[src/rtl/irq_rpt_pkg.sv]
package irq_rpt_pkg;

    typedef enum logic [1:0] {
        DET_HIGH = 2'b00,
        DET_LOW  = 2'b01,
        DET_RISE = 2'b10,
        DET_FALL = 2'b11
    } det_mode_e;

    typedef enum logic {
        RPT_IDLE   = 1'b0,
        RPT_ACTIVE = 1'b1
    } rpt_state_e;

    localparam int          ADDR_W        = 8;
    localparam logic [7:0]  ADDR_CTRL     = 8'h00;
    localparam logic [7:0]  ADDR_ECLR     = 8'h01;
    localparam logic [7:0]  ADDR_BIND     = 8'h02;
    localparam int          ADDR_SRC_BASE = 'h40;
    localparam int          NUM_BIND      = 4;
    localparam int          SEL_W         = 6;

endpackage

[src/rtl/irq_src_cell.sv]
module irq_src_cell
    import irq_rpt_pkg::*;
(
    input  logic      clk,
    input  logic      rst_n,
    input  logic      src_i,
    input  det_mode_e mode_i,
    input  logic      clr_i,
    output logic      pending_o
);

    logic src_q;
    logic latch_q;
    logic edge_now;
    logic is_level;

    assign is_level = (mode_i == DET_HIGH) || (mode_i == DET_LOW);
    assign edge_now = ((mode_i == DET_RISE) &&  src_i && !src_q) ||
                      ((mode_i == DET_FALL) && !src_i &&  src_q);

    always_ff @(posedge clk) begin
        if (!rst_n) begin
            src_q   <= 1'b0;
            latch_q <= 1'b0;
        end else begin
            src_q <= src_i;
            if (is_level)      latch_q <= 1'b0;
            else if (edge_now) latch_q <= 1'b1;
            else if (clr_i)    latch_q <= 1'b0;
        end
    end

    always_comb begin
        unique case (mode_i)
            DET_HIGH: pending_o = src_q;
            DET_LOW:  pending_o = !src_q;
            default:  pending_o = latch_q;
        endcase
    end

    // an edge always sets the latch, even against a clear
    p_edge_wins_r12: assert property (@(posedge clk) disable iff (!rst_n)
        edge_now |=> latch_q);
    // a clear without a competing edge empties the latch
    p_clear_empties_r9: assert property (@(posedge clk) disable iff (!rst_n)
        (clr_i && !edge_now) |=> !latch_q);
    // level rules hold no latch
    p_level_nolatch_r8: assert property (@(posedge clk) disable iff (!rst_n)
        is_level |=> !latch_q);

endmodule

[src/rtl/irq_prio_pick.sv]
module irq_prio_pick #(
    parameter int N_SRC  = 40,
    parameter int PRIO_W = 3,
    parameter int IDX_W  = 6
) (
    input  logic [N_SRC-1:0]  req_i,
    input  logic [PRIO_W-1:0] prio_i [N_SRC],
    output logic              found_o,
    output logic [IDX_W-1:0]  idx_o
);

    logic [PRIO_W-1:0] best_p;

    always_comb begin
        best_p  = '0;
        idx_o   = '0;
        found_o = 1'b0;
        for (int i = 0; i < N_SRC; i++) begin
            if (req_i[i] && (prio_i[i] > best_p)) begin
                best_p  = prio_i[i];
                idx_o   = IDX_W'(i);
                found_o = 1'b1;
            end
        end
    end

endmodule

[src/rtl/irq_ip_map.sv]
module irq_ip_map #(
    parameter int CAUSE_W = 6
) (
    input  logic               compat_i,
    input  logic               tintdis_i,
    input  logic               timer_i,
    input  logic               any_i,
    input  logic [CAUSE_W-1:0] cause_i,
    input  logic [3:0]         bound_i,
    output logic [5:0]         ip_o
);

    logic [7:0] cause_x;
    logic [4:0] sat5;
    logic [3:0] sat4;

    assign cause_x = 8'(cause_i);
    assign sat5    = (cause_x > 8'd30) ? 5'd31 : cause_x[4:0];
    assign sat4    = (cause_x > 8'd15) ? 4'd15 : cause_x[3:0];

    always_comb begin
        if (compat_i)
            ip_o = {timer_i && !tintdis_i, bound_i, any_i};
        else if (tintdis_i)
            ip_o = {sat5, any_i};
        else
            ip_o = {timer_i, sat4, any_i};
    end

endmodule

[src/rtl/irq_cause_reporter.sv]
module irq_cause_reporter
    import irq_rpt_pkg::*;
#(
    parameter  int N_SRC   = 40,
    parameter  int PRIO_W  = 3,
    localparam int CAUSE_W = $clog2(N_SRC + 1)
) (
    input  logic               clk,
    input  logic               rst_n,
    input  logic               boot_tintdis_i,
    input  logic [N_SRC-1:0]   src_i,
    input  logic               timer_irq_i,
    input  logic               wr_en_i,
    input  logic [7:0]         wr_addr_i,
    input  logic [31:0]        wr_data_i,
    output logic               cause_valid_o,
    output logic [CAUSE_W-1:0] cause_o,
    output logic [5:0]         ip_o
);

    localparam int IDX_W = $clog2(N_SRC);

    logic              compat_q;
    logic              tintdis_q;
    logic [SEL_W-1:0]  bind_q [NUM_BIND];
    det_mode_e         mode_q [N_SRC];
    logic [PRIO_W-1:0] prio_q [N_SRC];
    logic [N_SRC-1:0]  pend;
    logic [N_SRC-1:0]  clr_hit;
    logic [63:0]       pend_ext;
    logic [3:0]        bound;
    logic              found;
    logic [IDX_W-1:0]  pick_idx;
    logic [CAUSE_W-1:0] cause_nx;
    logic [5:0]        ip_nx;
    rpt_state_e        state_q;
    rpt_state_e        state_nx;
    logic              eclr_wr;
    logic              unused_bits;

    assign unused_bits = ^{wr_data_i[31:30], wr_data_i[23:22], wr_data_i[15], wr_data_i[7]};
    assign eclr_wr     = wr_en_i && (wr_addr_i == ADDR_ECLR);

    // control and binding registers
    always_ff @(posedge clk) begin
        if (!rst_n) begin
            compat_q  <= 1'b0;
            tintdis_q <= boot_tintdis_i;
            for (int k = 0; k < NUM_BIND; k++) bind_q[k] <= '0;
        end else if (wr_en_i) begin
            if (wr_addr_i == ADDR_CTRL) begin
                compat_q  <= wr_data_i[0];
                tintdis_q <= wr_data_i[1];
            end
            if (wr_addr_i == ADDR_BIND) begin
                for (int k = 0; k < NUM_BIND; k++)
                    bind_q[k] <= wr_data_i[8*k +: SEL_W];
            end
        end
    end

    // per-source configuration and detection
    for (genvar i = 0; i < N_SRC; i++) begin : g_src
        localparam logic [7:0] CFG_ADDR = 8'(ADDR_SRC_BASE + i);

        always_ff @(posedge clk) begin
            if (!rst_n) begin
                mode_q[i] <= DET_HIGH;
                prio_q[i] <= '0;
            end else if (wr_en_i && (wr_addr_i == CFG_ADDR)) begin
                mode_q[i] <= det_mode_e'(wr_data_i[1:0]);
                prio_q[i] <= wr_data_i[2 +: PRIO_W];
            end
        end

        assign clr_hit[i] = eclr_wr &&
            ((wr_data_i[6]  && (wr_data_i[5:0]  == SEL_W'(i))) ||
             (wr_data_i[14] && (wr_data_i[13:8] == SEL_W'(i))));

        irq_src_cell u_cell (
            .clk       (clk),
            .rst_n     (rst_n),
            .src_i     (src_i[i]),
            .mode_i    (mode_q[i]),
            .clr_i     (clr_hit[i]),
            .pending_o (pend[i])
        );
    end

    irq_prio_pick #(
        .N_SRC  (N_SRC),
        .PRIO_W (PRIO_W),
        .IDX_W  (IDX_W)
    ) u_pick (
        .req_i   (pend),
        .prio_i  (prio_q),
        .found_o (found),
        .idx_o   (pick_idx)
    );

    // cause numbering skips 31
    assign cause_nx = !found ? '0 :
                      (int'(pick_idx) >= 31) ? CAUSE_W'(int'(pick_idx) + 1) :
                                               CAUSE_W'(pick_idx);

    assign pend_ext = 64'(pend);
    for (genvar k = 0; k < NUM_BIND; k++) begin : g_bind
        assign bound[k] = pend_ext[bind_q[k]];
    end

    irq_ip_map #(.CAUSE_W(CAUSE_W)) u_map (
        .compat_i  (compat_q),
        .tintdis_i (tintdis_q),
        .timer_i   (timer_irq_i),
        .any_i     (found),
        .cause_i   (cause_nx),
        .bound_i   (bound),
        .ip_o      (ip_nx)
    );

    // report state machine: next state
    always_comb begin
        state_nx = state_q;
        unique case (state_q)
            RPT_IDLE:   if (found)  state_nx = RPT_ACTIVE;  // RAISE
            RPT_ACTIVE: if (!found) state_nx = RPT_IDLE;    // DROP
        endcase
    end

    // state register
    always_ff @(posedge clk) begin
        if (!rst_n) state_q <= RPT_IDLE;
        else        state_q <= state_nx;
    end

    // output registers
    always_ff @(posedge clk) begin
        if (!rst_n) begin
            cause_o <= '0;
            ip_o    <= '0;
        end else begin
            unique case (state_nx)
                RPT_IDLE:   cause_o <= '0;
                RPT_ACTIVE: cause_o <= cause_nx;
            endcase
            ip_o <= ip_nx;
        end
    end

    assign cause_valid_o = (state_q == RPT_ACTIVE);

    // IP[2] tracks the report state
    p_ip2_any_r1: assert property (@(posedge clk) disable iff (!rst_n)
        ip_o[0] == cause_valid_o);
    // cause 31 never reported, idle reads zero
    p_no31_r3: assert property (@(posedge clk) disable iff (!rst_n)
        cause_valid_o |-> (int'(cause_o) != 31));
    p_idle_zero_r3: assert property (@(posedge clk) disable iff (!rst_n)
        !cause_valid_o |-> (cause_o == '0));
    // clipped cause in original mode with timer off
    p_sat31_r2: assert property (@(posedge clk) disable iff (!rst_n)
        ($past(!compat_q && tintdis_q) && cause_valid_o) |->
        (int'(ip_o[5:1]) == ((int'(cause_o) > 30) ? 31 : int'(cause_o))));
    // disabled timer never reaches IP[7] in compatible mode
    p_compat_timer_r4: assert property (@(posedge clk) disable iff (!rst_n)
        $past(compat_q && tintdis_q) |-> !ip_o[5]);
    // a masked source is never the winner
    p_mask_r10: assert property (@(posedge clk) disable iff (!rst_n)
        found |-> (prio_q[pick_idx] != '0));

endmodule

[config.mk]
export PLATFORM = sky130hd
export DESIGN_NAME = irq_cause_reporter
export DESIGN_NICKNAME = d
export VERILOG_FILES = /design/src/rtl/irq_rpt_pkg.sv /design/src/rtl/irq_src_cell.sv /design/src/rtl/irq_prio_pick.sv /design/src/rtl/irq_ip_map.sv /design/src/rtl/irq_cause_reporter.sv
export SDC_FILE = /design/constraint.sdc
export NUM_CORES = 1
export LEC_CHECK = 0
export BUFFER_PORTS_ARGS = -buffer_cell sky130_fd_sc_hd__buf_4
export CORE_MARGIN = 2
export CORE_UTILIZATION = 57
export DETAILED_ROUTE_END_ITERATION = 16
export PLACE_DENSITY_LB_ADDON = 0.3
export SKIP_LAST_GASP = 1
export SLEW_MARGIN = 0
export SYNTH_ARGS = -nofsm -noshare
export SYNTH_HDL_FRONTEND = slang
export SYNTH_HIERARCHICAL = 1
export SYNTH_SLANG_ARGS = --single-unit
[constraint.sdc]
create_clock -name clk -period 54.2 [get_ports clk]
set_input_delay 5.42 -clock clk [delete_from_list [all_inputs] [get_ports clk]]
set_output_delay 5.42 -clock clk [all_outputs]
set_load 0.1 [all_outputs]
-- Word level (Yosys, flattened, before mapping)
Memory sizes are Yosys's and may differ from the RTL's.
Index checks and enable logic that the tools add are counted.
- input port bits: 85
- register bits: 215
- memories kept: 2
- logic and storage cells: 1577
- output and inout bits: 13
- RAM bits: 104
- memory list (name ; words ; bits a word ; rd ports ; clocked after memory_dff ; wr ports ; line ; text):
    mode_q ; 40 ; 2 ; 40 ; 0 ; 40 ; irq_cause_reporter.sv:26 ; det_mode_e mode_q [N_SRC];
    bind_q ; 4 ; 6 ; 4 ; 0 ; 4 ; irq_cause_reporter.sv:25 ; logic [SEL_W-1:0] bind_q [NUM_BIND];
- bitwise gates (word level): 46
- multiplexer cells: 426
- equal/unequal tests: 242
- $lt $le $gt $ge: 47
- add/sub/neg operators: 1
- reduce and logical (&&, ||, !) cells: 688
- operator list (kind ; count):
    $logic_and A1 B1 Y1 ; 362
    $eq A8 B7 Y1 const B ; 40
    $mux W1 ; 254
    $eq A6 B5 Y1 const B ; 32
    $eq A2 B2 Y1 const B ; 80
    $mux W3 ; 43
    $logic_or A1 B1 Y1 ; 120
    $gt A3 B3 Y1 ; 39
    $eq A6 B4 Y1 const B ; 16
    $eq A6 B6 Y1 const B ; 16
    $mux W6 ; 16
    $mux W5 ; 17
    $mux W2 ; 42
    $logic_not A1 Y1 ; 81
    $eq A2 B1 Y1 const B ; 40
    $logic_not A2 Y1 ; 40
    $pmux W1 S2 ; 40
    $reduce_bool A2 Y1 ; 40
    $reduce_or A2 Y1 ; 40
    $eq A6 B3 Y1 const B ; 8
    $or A1 B1 Y1 ; 44
    $mux W4 ; 9
    $lt A6 B7 Y1 const B ; 4
    $bmux W1 S6 ; 4
    other kinds (15) ; 23

-- Logic depth before layout (Yosys ltp)
Gate-level depths: netlist of the first run.
An unclocked memory read counts as a cell.
- word-level depth: 129
- mapped depth: 293
- depth with buffers taken out: 293

-- Hierarchy
The synthesis of the first run kept the hierarchy.
- modules (own cells, without submodules) (module ; times used ; area each (µm²) ; cells an instance ; sequential area each (µm²)):
    irq_cause_reporter ; 1 ; 11414.7 ; 1133 ; 5835.6
    irq_prio_pick ; 1 ; 5993.2 ; 940 ; 0.0
    irq_src_cell ; 40 ; 96.3 ; 11 ; 40.0
    irq_ip_map ; 1 ; 122.6 ; 19 ; 0.0

-- Worst setup path before layout of the first run
No wires, ideal clock.
- path type: register to register
- from: memory mode_q[0][0] (netlist bit)
- to: register ip_o[3]
- library setup time: 59 ps
- period minus slack after synthesis: 51168 ps
- path slack: 3032 ps
- data arrival time: 51109 ps
- cell stages (with the launch flop): 279
- required time: 54141 ps
- cells stage by stage: edfxtp_1 -> xnor2_1 -> o21ai_0 -> nand2_1 -> ha_1 -> or2_1 -> o2111ai_4 -> o21ai_0 -> ha_1 -> nor2_1 -> maj3_1 -> o211ai_1 -> mux2_2 -> ha_1 -> nor2_1 -> or2_2 -> or4b_2 -> a21o_1 -> [243 not listed] -> nand2_1 -> a21oi_1 -> nand2_1 -> o21a_1 -> ha_1 -> nor2b_1 -> o21ai_0 -> a21oi_1 -> nor2_1 -> nand3_1 -> nor4b_2 -> nor2b_1 -> nand2_1 -> or3_1 -> a211oi_1 -> inv_1 -> a32oi_1 -> and2_1
- RTL lines (what ; line ; text):
    start: declaration ; irq_cause_reporter.sv:26 ;
    end signal: assignment ; irq_cause_reporter.sv:146 ; ip_o <= ip_nx;
    end: declaration ; irq_cause_reporter.sv:18 ; output logic [5:0] ip_o

==> key figures, run 1 <==
Timing
  • Setup Viol. Count Final: 0
  • Max-slew violations: 0
  • Slew headroom: 4.98%
  • Final Hold Viols: 0
  • Fin crit share: between 90% and 100%
  • Fmax: about 19 MHz
  • Layout Skew: ~17 ps
  • Crit path setup slack, layout: approximately 1900 ps
  • Worst slew pin tran: ~1400 ps
  • Tmin final: ~52000 ps

Layout
  • Commonest non-fill, non-tap cell in the layout: buf_4
  • Core Util, Final: a little under three quarters
  • Fin cells: ~3300
  • Synth-to-layout area growth: 23.0%
  • Fraction of layout cells with a size suffix above 1: 23.4%
  • Fin nets: 2939
  • Highest-count cells in the layout ignoring fill and taps: buf_4, nor2_1, nand2_1
  • Area used by multi-input combinational logic: between 10000 and 15000 um2
  • Reg area: 7440 um2
  • Fillcell total: ~2800

Setup path
  • CP Class: flip-flop to flip-flop
  • CP Data Required Time: approximately 55000 ps
  • CP Launch Type: flip-flop
  • Crit. End Element: flip-flop
  • Data arrival, critical path: 52780 ps
  • CP Max Fanout: 5
  • Most Frequent Cell on Critical Path: ha_1
  • Slowest library cell on the worst path: edfxtp_1
  • Largest stage delay, worst path: about 450 ps

Synth
  • Gate count after technology mapping: 2532
  • Simple-gate area share of the yosys netlist: a little over a quarter
  • Synth Register Bits: about 320
  • Seq/Total Area, Yosys: a little over a third
  • Leading area contributor after synthesis: dfxtp_1
  • Synth cell types: 100
  • Synth Area in Compound Gates: about a fifth
  • Area contributors post-synth: dfxtp_1, edfxtp_1, nor2_1
  • Syn nets: around 2700
  • Largest family of logic cells by synthesized area: simple AND/OR/NAND/NOR gates
  • Ys flop type: dfxtp_1
  • Synth Area in Adders: ~3.4%
  • XOR/XNOR Fraction of Synth Area: under 10%
  • Share of the synthesized area in the top cell type: 20.0%
  • Multiplexer share of the synthesized area: ~9.1%
  • Async set-reset flop share out of synthesis: 0%
  • Syn Std Cell Area: between 20000 and 25000 um2
  • Syn_area_per_cell: 8.45 um2
  • Number of synthesized flops with an enable pin: around 110
  • Synth warn: 6

Floorplan
  • Total core area: around 37000 um2
  • Die Footprint: 39100 um2
  • Starting density of the core: roughly three fifths
  • Die Height: slightly below 200 um
  • I/O pin count: just under 100
  • Site Rows: 70
  • Die W: between 150 and 200 um

Min path
  • Hold Path Class: flip-flop to flip-flop

Drt
  • Antenna Nets Post-Route: 0
  • Router iterations before antenna repair: 6
  • Vias per inst: approximately 6.5
  • 1st-iter DRT viols: between 2000 and 2500
  • Drt wl/cell: between 20 and 25 um
  • DRT Wirelength: around 74000 um
  • Vias: approximately 22000
  • DRC: 0

GRT
  • Initial antenna violation count: 2
  • Largest net degree at the start of global routing: 94
  • First-pass GRT wire length: between 100000 and 150000 um
  • GR Util All Layers: between 30% and 40%
  • Vias in the first global route: between 20000 and 25000
  • Total gr overflow: 0

Clock network
  • H-Tree Level Count: 2
  • Clock buffer depth: 3
  • Reg clk slew, reported paths: roughly 60 ps
  • Clock sink count: ~320
  • Root buffer cell: clkbuf_16
  • # hold bufs at CTS: 0
  • CTS tree: done
  • CTS buffer count: 37
  • Worst skew pair latency: 580 ps

Pwr
  • Peak supply drop: about 27 uV
  • Pwr Density: between 20 and 25 nW/um2
  • Final Total Pwr: about 630 uW
  • Leakage: between 0.009 and 0.01 uW

Placed design
  • Worst slack at placement: -830 ps
  • # port buffers: 91
  • Final estimated routing congestion in global placement: roughly 0.9
  • Dpl hpwl: between 50000 and 60000 um
  • Placed insts: roughly 3200

Run status
  • Status: completed

Run
  • Maxcap violations: 0
metrics by stage:
stage,hold slack (ps),TNS [ps],instance area (um2)
floorplan,450,0,21400
global placement,461,0,23900
detailed placement,466,-7420,23900
CTS,475,0,25200
global route,503,-5540,26300
finish,475,0,26300
kinds of logic (layout without fill, tap and decap cells):
kind of cell	count (synthesis)	after routing
muxes	144	144
other	0	3
DFF	319	319
adders and majority gates	62	62
xor gates and xnor gates	42	42
AOI/OAI and AO/OA	648	648
and+or+nand+nor	1112	1112
buffers and inverters	205	510
cell type report:
class | count | area share, %
Multi-Input combinational cell | 2008 | 53.2
Sequential cell | 319 | 28.3
Timing Repair Buffer | 364 | 10.4
Clock buffer | 50 | 4.02
Tap cell | 468 | 2.23
Inverter | 78 | 1.12
Clock inverter | 18 | 0.737
Antenna cell | 3 | 0.0285
repair_timing:
action                                  CTS  global route
setup buffers                             0            40
gates resized for setup                  21           192
endpoints found under the setup margin   13            13
pin swaps                                 1           100
flip-flops by register name (all words and copies together) (netlist names):
signal	cells
cause_o	6
tintdis_q	1
ip_o	6
prio_q	120
mode_q	80
bind_q	24
g_src.u_cell/src_q	40
cause_valid_o	1
compat_q	1
g_src.u_cell/latch_q	40
synthesized netlist by cell type (20+ instances only):
master / instances
a31oi_1: 59
or3_1: 27
a22oi_1: 51
dfxtp_1: 214
inv_1: 76
nand2b_1: 69
or3b_1: 41
ha_1: 46
nor3_1: 60
and3_1: 21
xnor2_1: 42
nor2b_1: 21
edfxtp_1: 105
nand3_1: 57
clkbuf_1: 107
nand3b_1: 50
o31ai_1: 20
a21oi_1: 110
o21ai_0: 176
mux4_2: 27
mux2i_1: 92
and2_1: 98
nand2_1: 273
nor2_1: 307
power by group:
part	leakage [uW]	switching (uW)	internal, uW
clock	0.000615	108	153
combinational	0.00664	64.8	45.6
sequential	0.00274	7.95	255
final timing paths:
| check | from | end | slack, ps | cells past startpoint |
|---|---|---|---|---|
| max reg2reg | mode_q[0][0]$_SDFFCE_PN0P_ | ip_o[2]$_SDFF_PN0_ | 1880 | 294 |
| min | prio_q[51]$_SDFFE_PN0P_ | prio_q[51]$_SDFFE_PN0P_ | 480 | 2 |
| max | mode_q[0][0]$_SDFFCE_PN0P_ | ip_o[2]$_SDFF_PN0_ | 1880 | 294 |
| min reg2reg | prio_q[51]$_SDFFE_PN0P_ | prio_q[51]$_SDFFE_PN0P_ | 480 | 2 |
critical path, delay by kind of cell, from the launching register on:
kind | cells | cell delay [ps]
and+or+nand+nor | 105 | 13020
AOI/OAI and AO/OA | 118 | 20510
buffers and inverters | 14 | 1930
adders and majority gates | 48 | 13520
muxes | 8 | 2510
xor gates and xnor gates | 1 | 180
DFF | 1 | 450
metal layers:
layer  vias up  share of wire, %  track usage, %
li1       9863                 -               -
met1     10400                40            46.8
met2      1047                44            58.2
met3       217                10            9.13
met4         0               5.1            17.0
met5         -                 0               0
Power figures use the tool's default switching activity.
==> inputs of run 2 (changes only) <==
--- a/config.mk
+++ b/config.mk
@@ -14,5 +14,4 @@
 export SLEW_MARGIN = 0
 export SYNTH_ARGS = -nofsm -noshare
 export SYNTH_HDL_FRONTEND = slang
-export SYNTH_HIERARCHICAL = 1
 export SYNTH_SLANG_ARGS = --single-unit
==> key figures, run 2 <==
Timing
  • Final Hold Viols: 0 (unchanged)
  • Setup TNS: 0 ps (unchanged)
  • Max-slew violations: 0 (unchanged)
  • Fmax: 19.4 MHz (was 19.1 MHz)
  • Hold slack: 463 ps (was 475 ps)
  • Setup Viol. Count Final: 0 (unchanged)
  • Worst slew pin tran: 1290 ps (was 1410 ps)
  • Slew headroom: 13.1% (was 4.98%)
  • Fin crit share: 95.0% (was 96.5%)
  • Layout Skew: 19.2 ps (was 17.3 ps)
  • Tmin final: 51500 ps (was 52320 ps)

Pwr
  • Leakage: 0.00903 uW (was 0.00999 uW)
  • Peak supply drop: 55.0 uV (was 27.5 uV)
  • Final Total Pwr: 840 uW (was 634 uW)
  • Pwr Density: 33.8 nW/um2 (was 24.1 nW/um2)

Drt
  • Drt wl/cell: 22.4 um (about the same)
  • Vias: 21200 (was 21600)
  • Antenna Nets Post-Route: 0 (unchanged)
  • DRT Wirelength: 72500 um (was 74200 um)
  • DRC: 0 (unchanged)
  • Vias per inst: 6.57 (was 6.52)
  • Router iterations before antenna repair: 6 (unchanged)
  • 1st-iter DRT viols: 2661 (was 2152)

Floorplan
  • Die W: 198 um (about the same)
  • Starting density of the core: 58.2% (was 58.1%)
  • Die Height: 198 um (about the same)
  • Die Footprint: 39100 um2 (about the same)
  • I/O pin count: 98 (unchanged)
  • Site Rows: 70 (unchanged)
  • Total core area: 36800 um2 (unchanged)

GRT
  • First-pass GRT wire length: 110000 um (about the same)
  • Total gr overflow: 0 (unchanged)
  • Initial antenna violation count: 3 (was 2)
  • Vias in the first global route: 20000 (was 20500)
  • Largest net degree at the start of global routing: 80 (was 94)
  • GR Util All Layers: 36.3% (was 36.5%)

Clock network
  • Worst skew pair latency: 560 ps (was 580 ps)
  • Clock sink count: 318 (was 319)
  • CTS buffer count: 38 (was 37)
  • H-Tree Level Count: 2 (unchanged)
  • Clock buffer depth: 3 (unchanged)
  • Reg clk slew, reported paths: 60 ps (about the same)
  • Root buffer cell: clkbuf_16 (unchanged)
  • CTS tree: done (unchanged)
  • # hold bufs at CTS: 0 (unchanged)

Min path
  • Hold Path Class: flip-flop to flip-flop (unchanged)
  • Hold depth: 2 (unchanged)

Setup path
  • CP Data Required Time: 54680 ps (was 54660 ps)
  • CP Class: flip-flop to flip-flop (unchanged)
  • CP Max Fanout: 7 (was 5)
  • Reg2Reg Depth: 280 (was 294)
  • CP Launch Type: flip-flop (unchanged)
  • Crit. End Element: flip-flop (unchanged)
  • Largest stage delay, worst path: 690 ps (was 450 ps)
  • Reg2Reg Setup Slack: 2700 ps (was 1880 ps)
  • Slowest library cell on the worst path: or4b_2 (was edfxtp_1)
  • Data arrival, critical path: 51980 ps (was 52780 ps)
  • Most Frequent Cell on Critical Path: ha_1 (unchanged)

Run
  • Maxcap violations: 0 (unchanged)

Synth
  • Ys flop type: dfxtp_1 (unchanged)
  • Most common cell in the netlist: nor2_1 (unchanged)
  • Syn nets: 2730 (was 2663)
  • Syn_area_per_cell: 8.23 um2 (was 8.45 um2)
  • Synth warn: 0 (was 6)
  • Synth Register Bits: 318 (was 319)
  • Area contributors post-synth: dfxtp_1, edfxtp_1, nor2_1 (unchanged)
  • Syn Std Cell Area: 21400 um2 (about the same)
  • Share of the synthesized area in the top cell type: 19.9% (was 20.0%)
  • Async set-reset flop share out of synthesis: 0% (unchanged)
  • Leading area contributor after synthesis: dfxtp_1 (unchanged)
  • Number of synthesized flops with an enable pin: 105 (unchanged)
  • Synth cell types: 134 (was 100)
  • Seq/Total Area, Yosys: 34.7% (was 34.8%)
  • Commonest cells in the netlist: nor2_1, nand2_1, a21oi_1 (was nor2_1, nand2_1, dfxtp_1)
  • Gate count after technology mapping: 2599 (was 2532)

Placed design
  • # port buffers: 91 (unchanged)
  • Final estimated routing congestion in global placement: 1.00 (was 0.916)
  • Dpl hpwl: 52000 um (was 51700 um)
  • Placed Area: 22800 um2 (was 23900 um2)

Layout
  • Final Cell Area: 24900 um2 (was 26300 um2)
  • Top reg by flops: prio_q (unchanged)
  • Largest register FFs: 120 (unchanged)
  • Area used by multi-input combinational logic: 13700 um2 (was 14000 um2)
  • Fillcell total: 2895 (was 2832)
  • Synth-to-layout area growth: 16.3% (was 23.0%)
  • Fin nets: 2858 (was 2939)
  • Reg area: 7420 um2 (was 7440 um2)
  • Highest-count cells in the layout ignoring fill and taps: nand2_1, nor2_1, a21oi_1 (was buf_4, nor2_1, nand2_1)
  • Fraction of layout cells with a size suffix above 1: 19.0% (was 23.4%)
  • Top flop regs: prio_q: 120 flops, mode_q: 80 flops (unchanged)
  • Commonest non-fill, non-tap cell in the layout: nand2_1 (was buf_4)

Run status
  • Status: completed (unchanged)
-- run 2: cell families (layout without fill, tap and decap cells) --
kind of cell	Yosys count	after routing	share of synthesized area, %
buffers and inverters	200	357	3.84
xor gates and xnor gates	41	41	1.71
AOI/OAI and AO/OA	784	784	24.5
adders and majority gates	58	58	3.26
other	0	4	0
DFF	318	318	34.7
and+or+nand+nor	1096	1096	24.4
muxes	102	102	7.63
-- run 2: worst max-delay path: cells and delay by family (launching register included) --
family                   cells  cell delay, ps
multiplexers                 6            1780
AO/OA/AOI/OAI              114           19100
adder cells (fa/ha/maj)     49           13970
XOR/XNOR                     1             280
flip-flops                   1             440
buffers and inverters       13            1440
AND/OR/NAND/NOR             97           14420
-- run 2: metrics by stage --
| stage | cells | util, % | setup WS [ps] |
|---|---|---|---|
| 3_5_place_dp | 3125 | 62.0 | -139 |
| 5_1_grt | 3224 | 67.6 | -448 |
| 3_3_place_gp | 3125 | 62.0 | 860 |
| 4_1_cts | 3196 | 65.8 | 61.2 |
| 2_1_floorplan | 2599 | - | 4460 |
| 6_report | 3228 | 67.6 | 2700 |
-- run 2: final cells by class --
type                            instances  area share [%]
Antenna cell                            4          0.0402
Clock buffer                           53            4.55
Clock inverter                         16           0.890
Inverter                               79            1.20
Multi-Input combinational cell       2081            54.9
Sequential cell                       318            29.8
Tap cell                              468            2.35
Timing Repair Buffer                  209            6.31
-- run 2: power breakdown --
part	switching, uW	total (uW)	leakage, uW	internal (uW)
combinational	168	295	0.00563	127
clock	109	279	0.000671	170
sequential	8.68	266	0.00273	257
-- run 2: repair_timing --
item	in CTS	in global routing
pin swaps	1	48
buffers inserted	2	28
setup endpoints to repair	12	12
resized for setup	7	106
-- run 2: worst paths after layout --
path                                    from                       end
setup reg to reg  mode_q[0][0]$_SDFFCE_PN0P_        ip_o[4]$_SDFF_PN0_
hold reg to reg     prio_q[111]$_SDFFE_PN0P_  prio_q[111]$_SDFFE_PN0P_
setup / recovery  mode_q[0][0]$_SDFFCE_PN0P_        ip_o[4]$_SDFF_PN0_
hold / removal      prio_q[111]$_SDFFE_PN0P_  prio_q[111]$_SDFFE_PN0P_
-- run 2: layer usage --
layer	global-route usage (%)	wire length (um)	vias up
met5	0	0	-
met4	19.4	4410	0
met3	7.61	8170	251
met2	58.1	32700	1186
met1	46.3	27200	10000
li1	-	-	9740
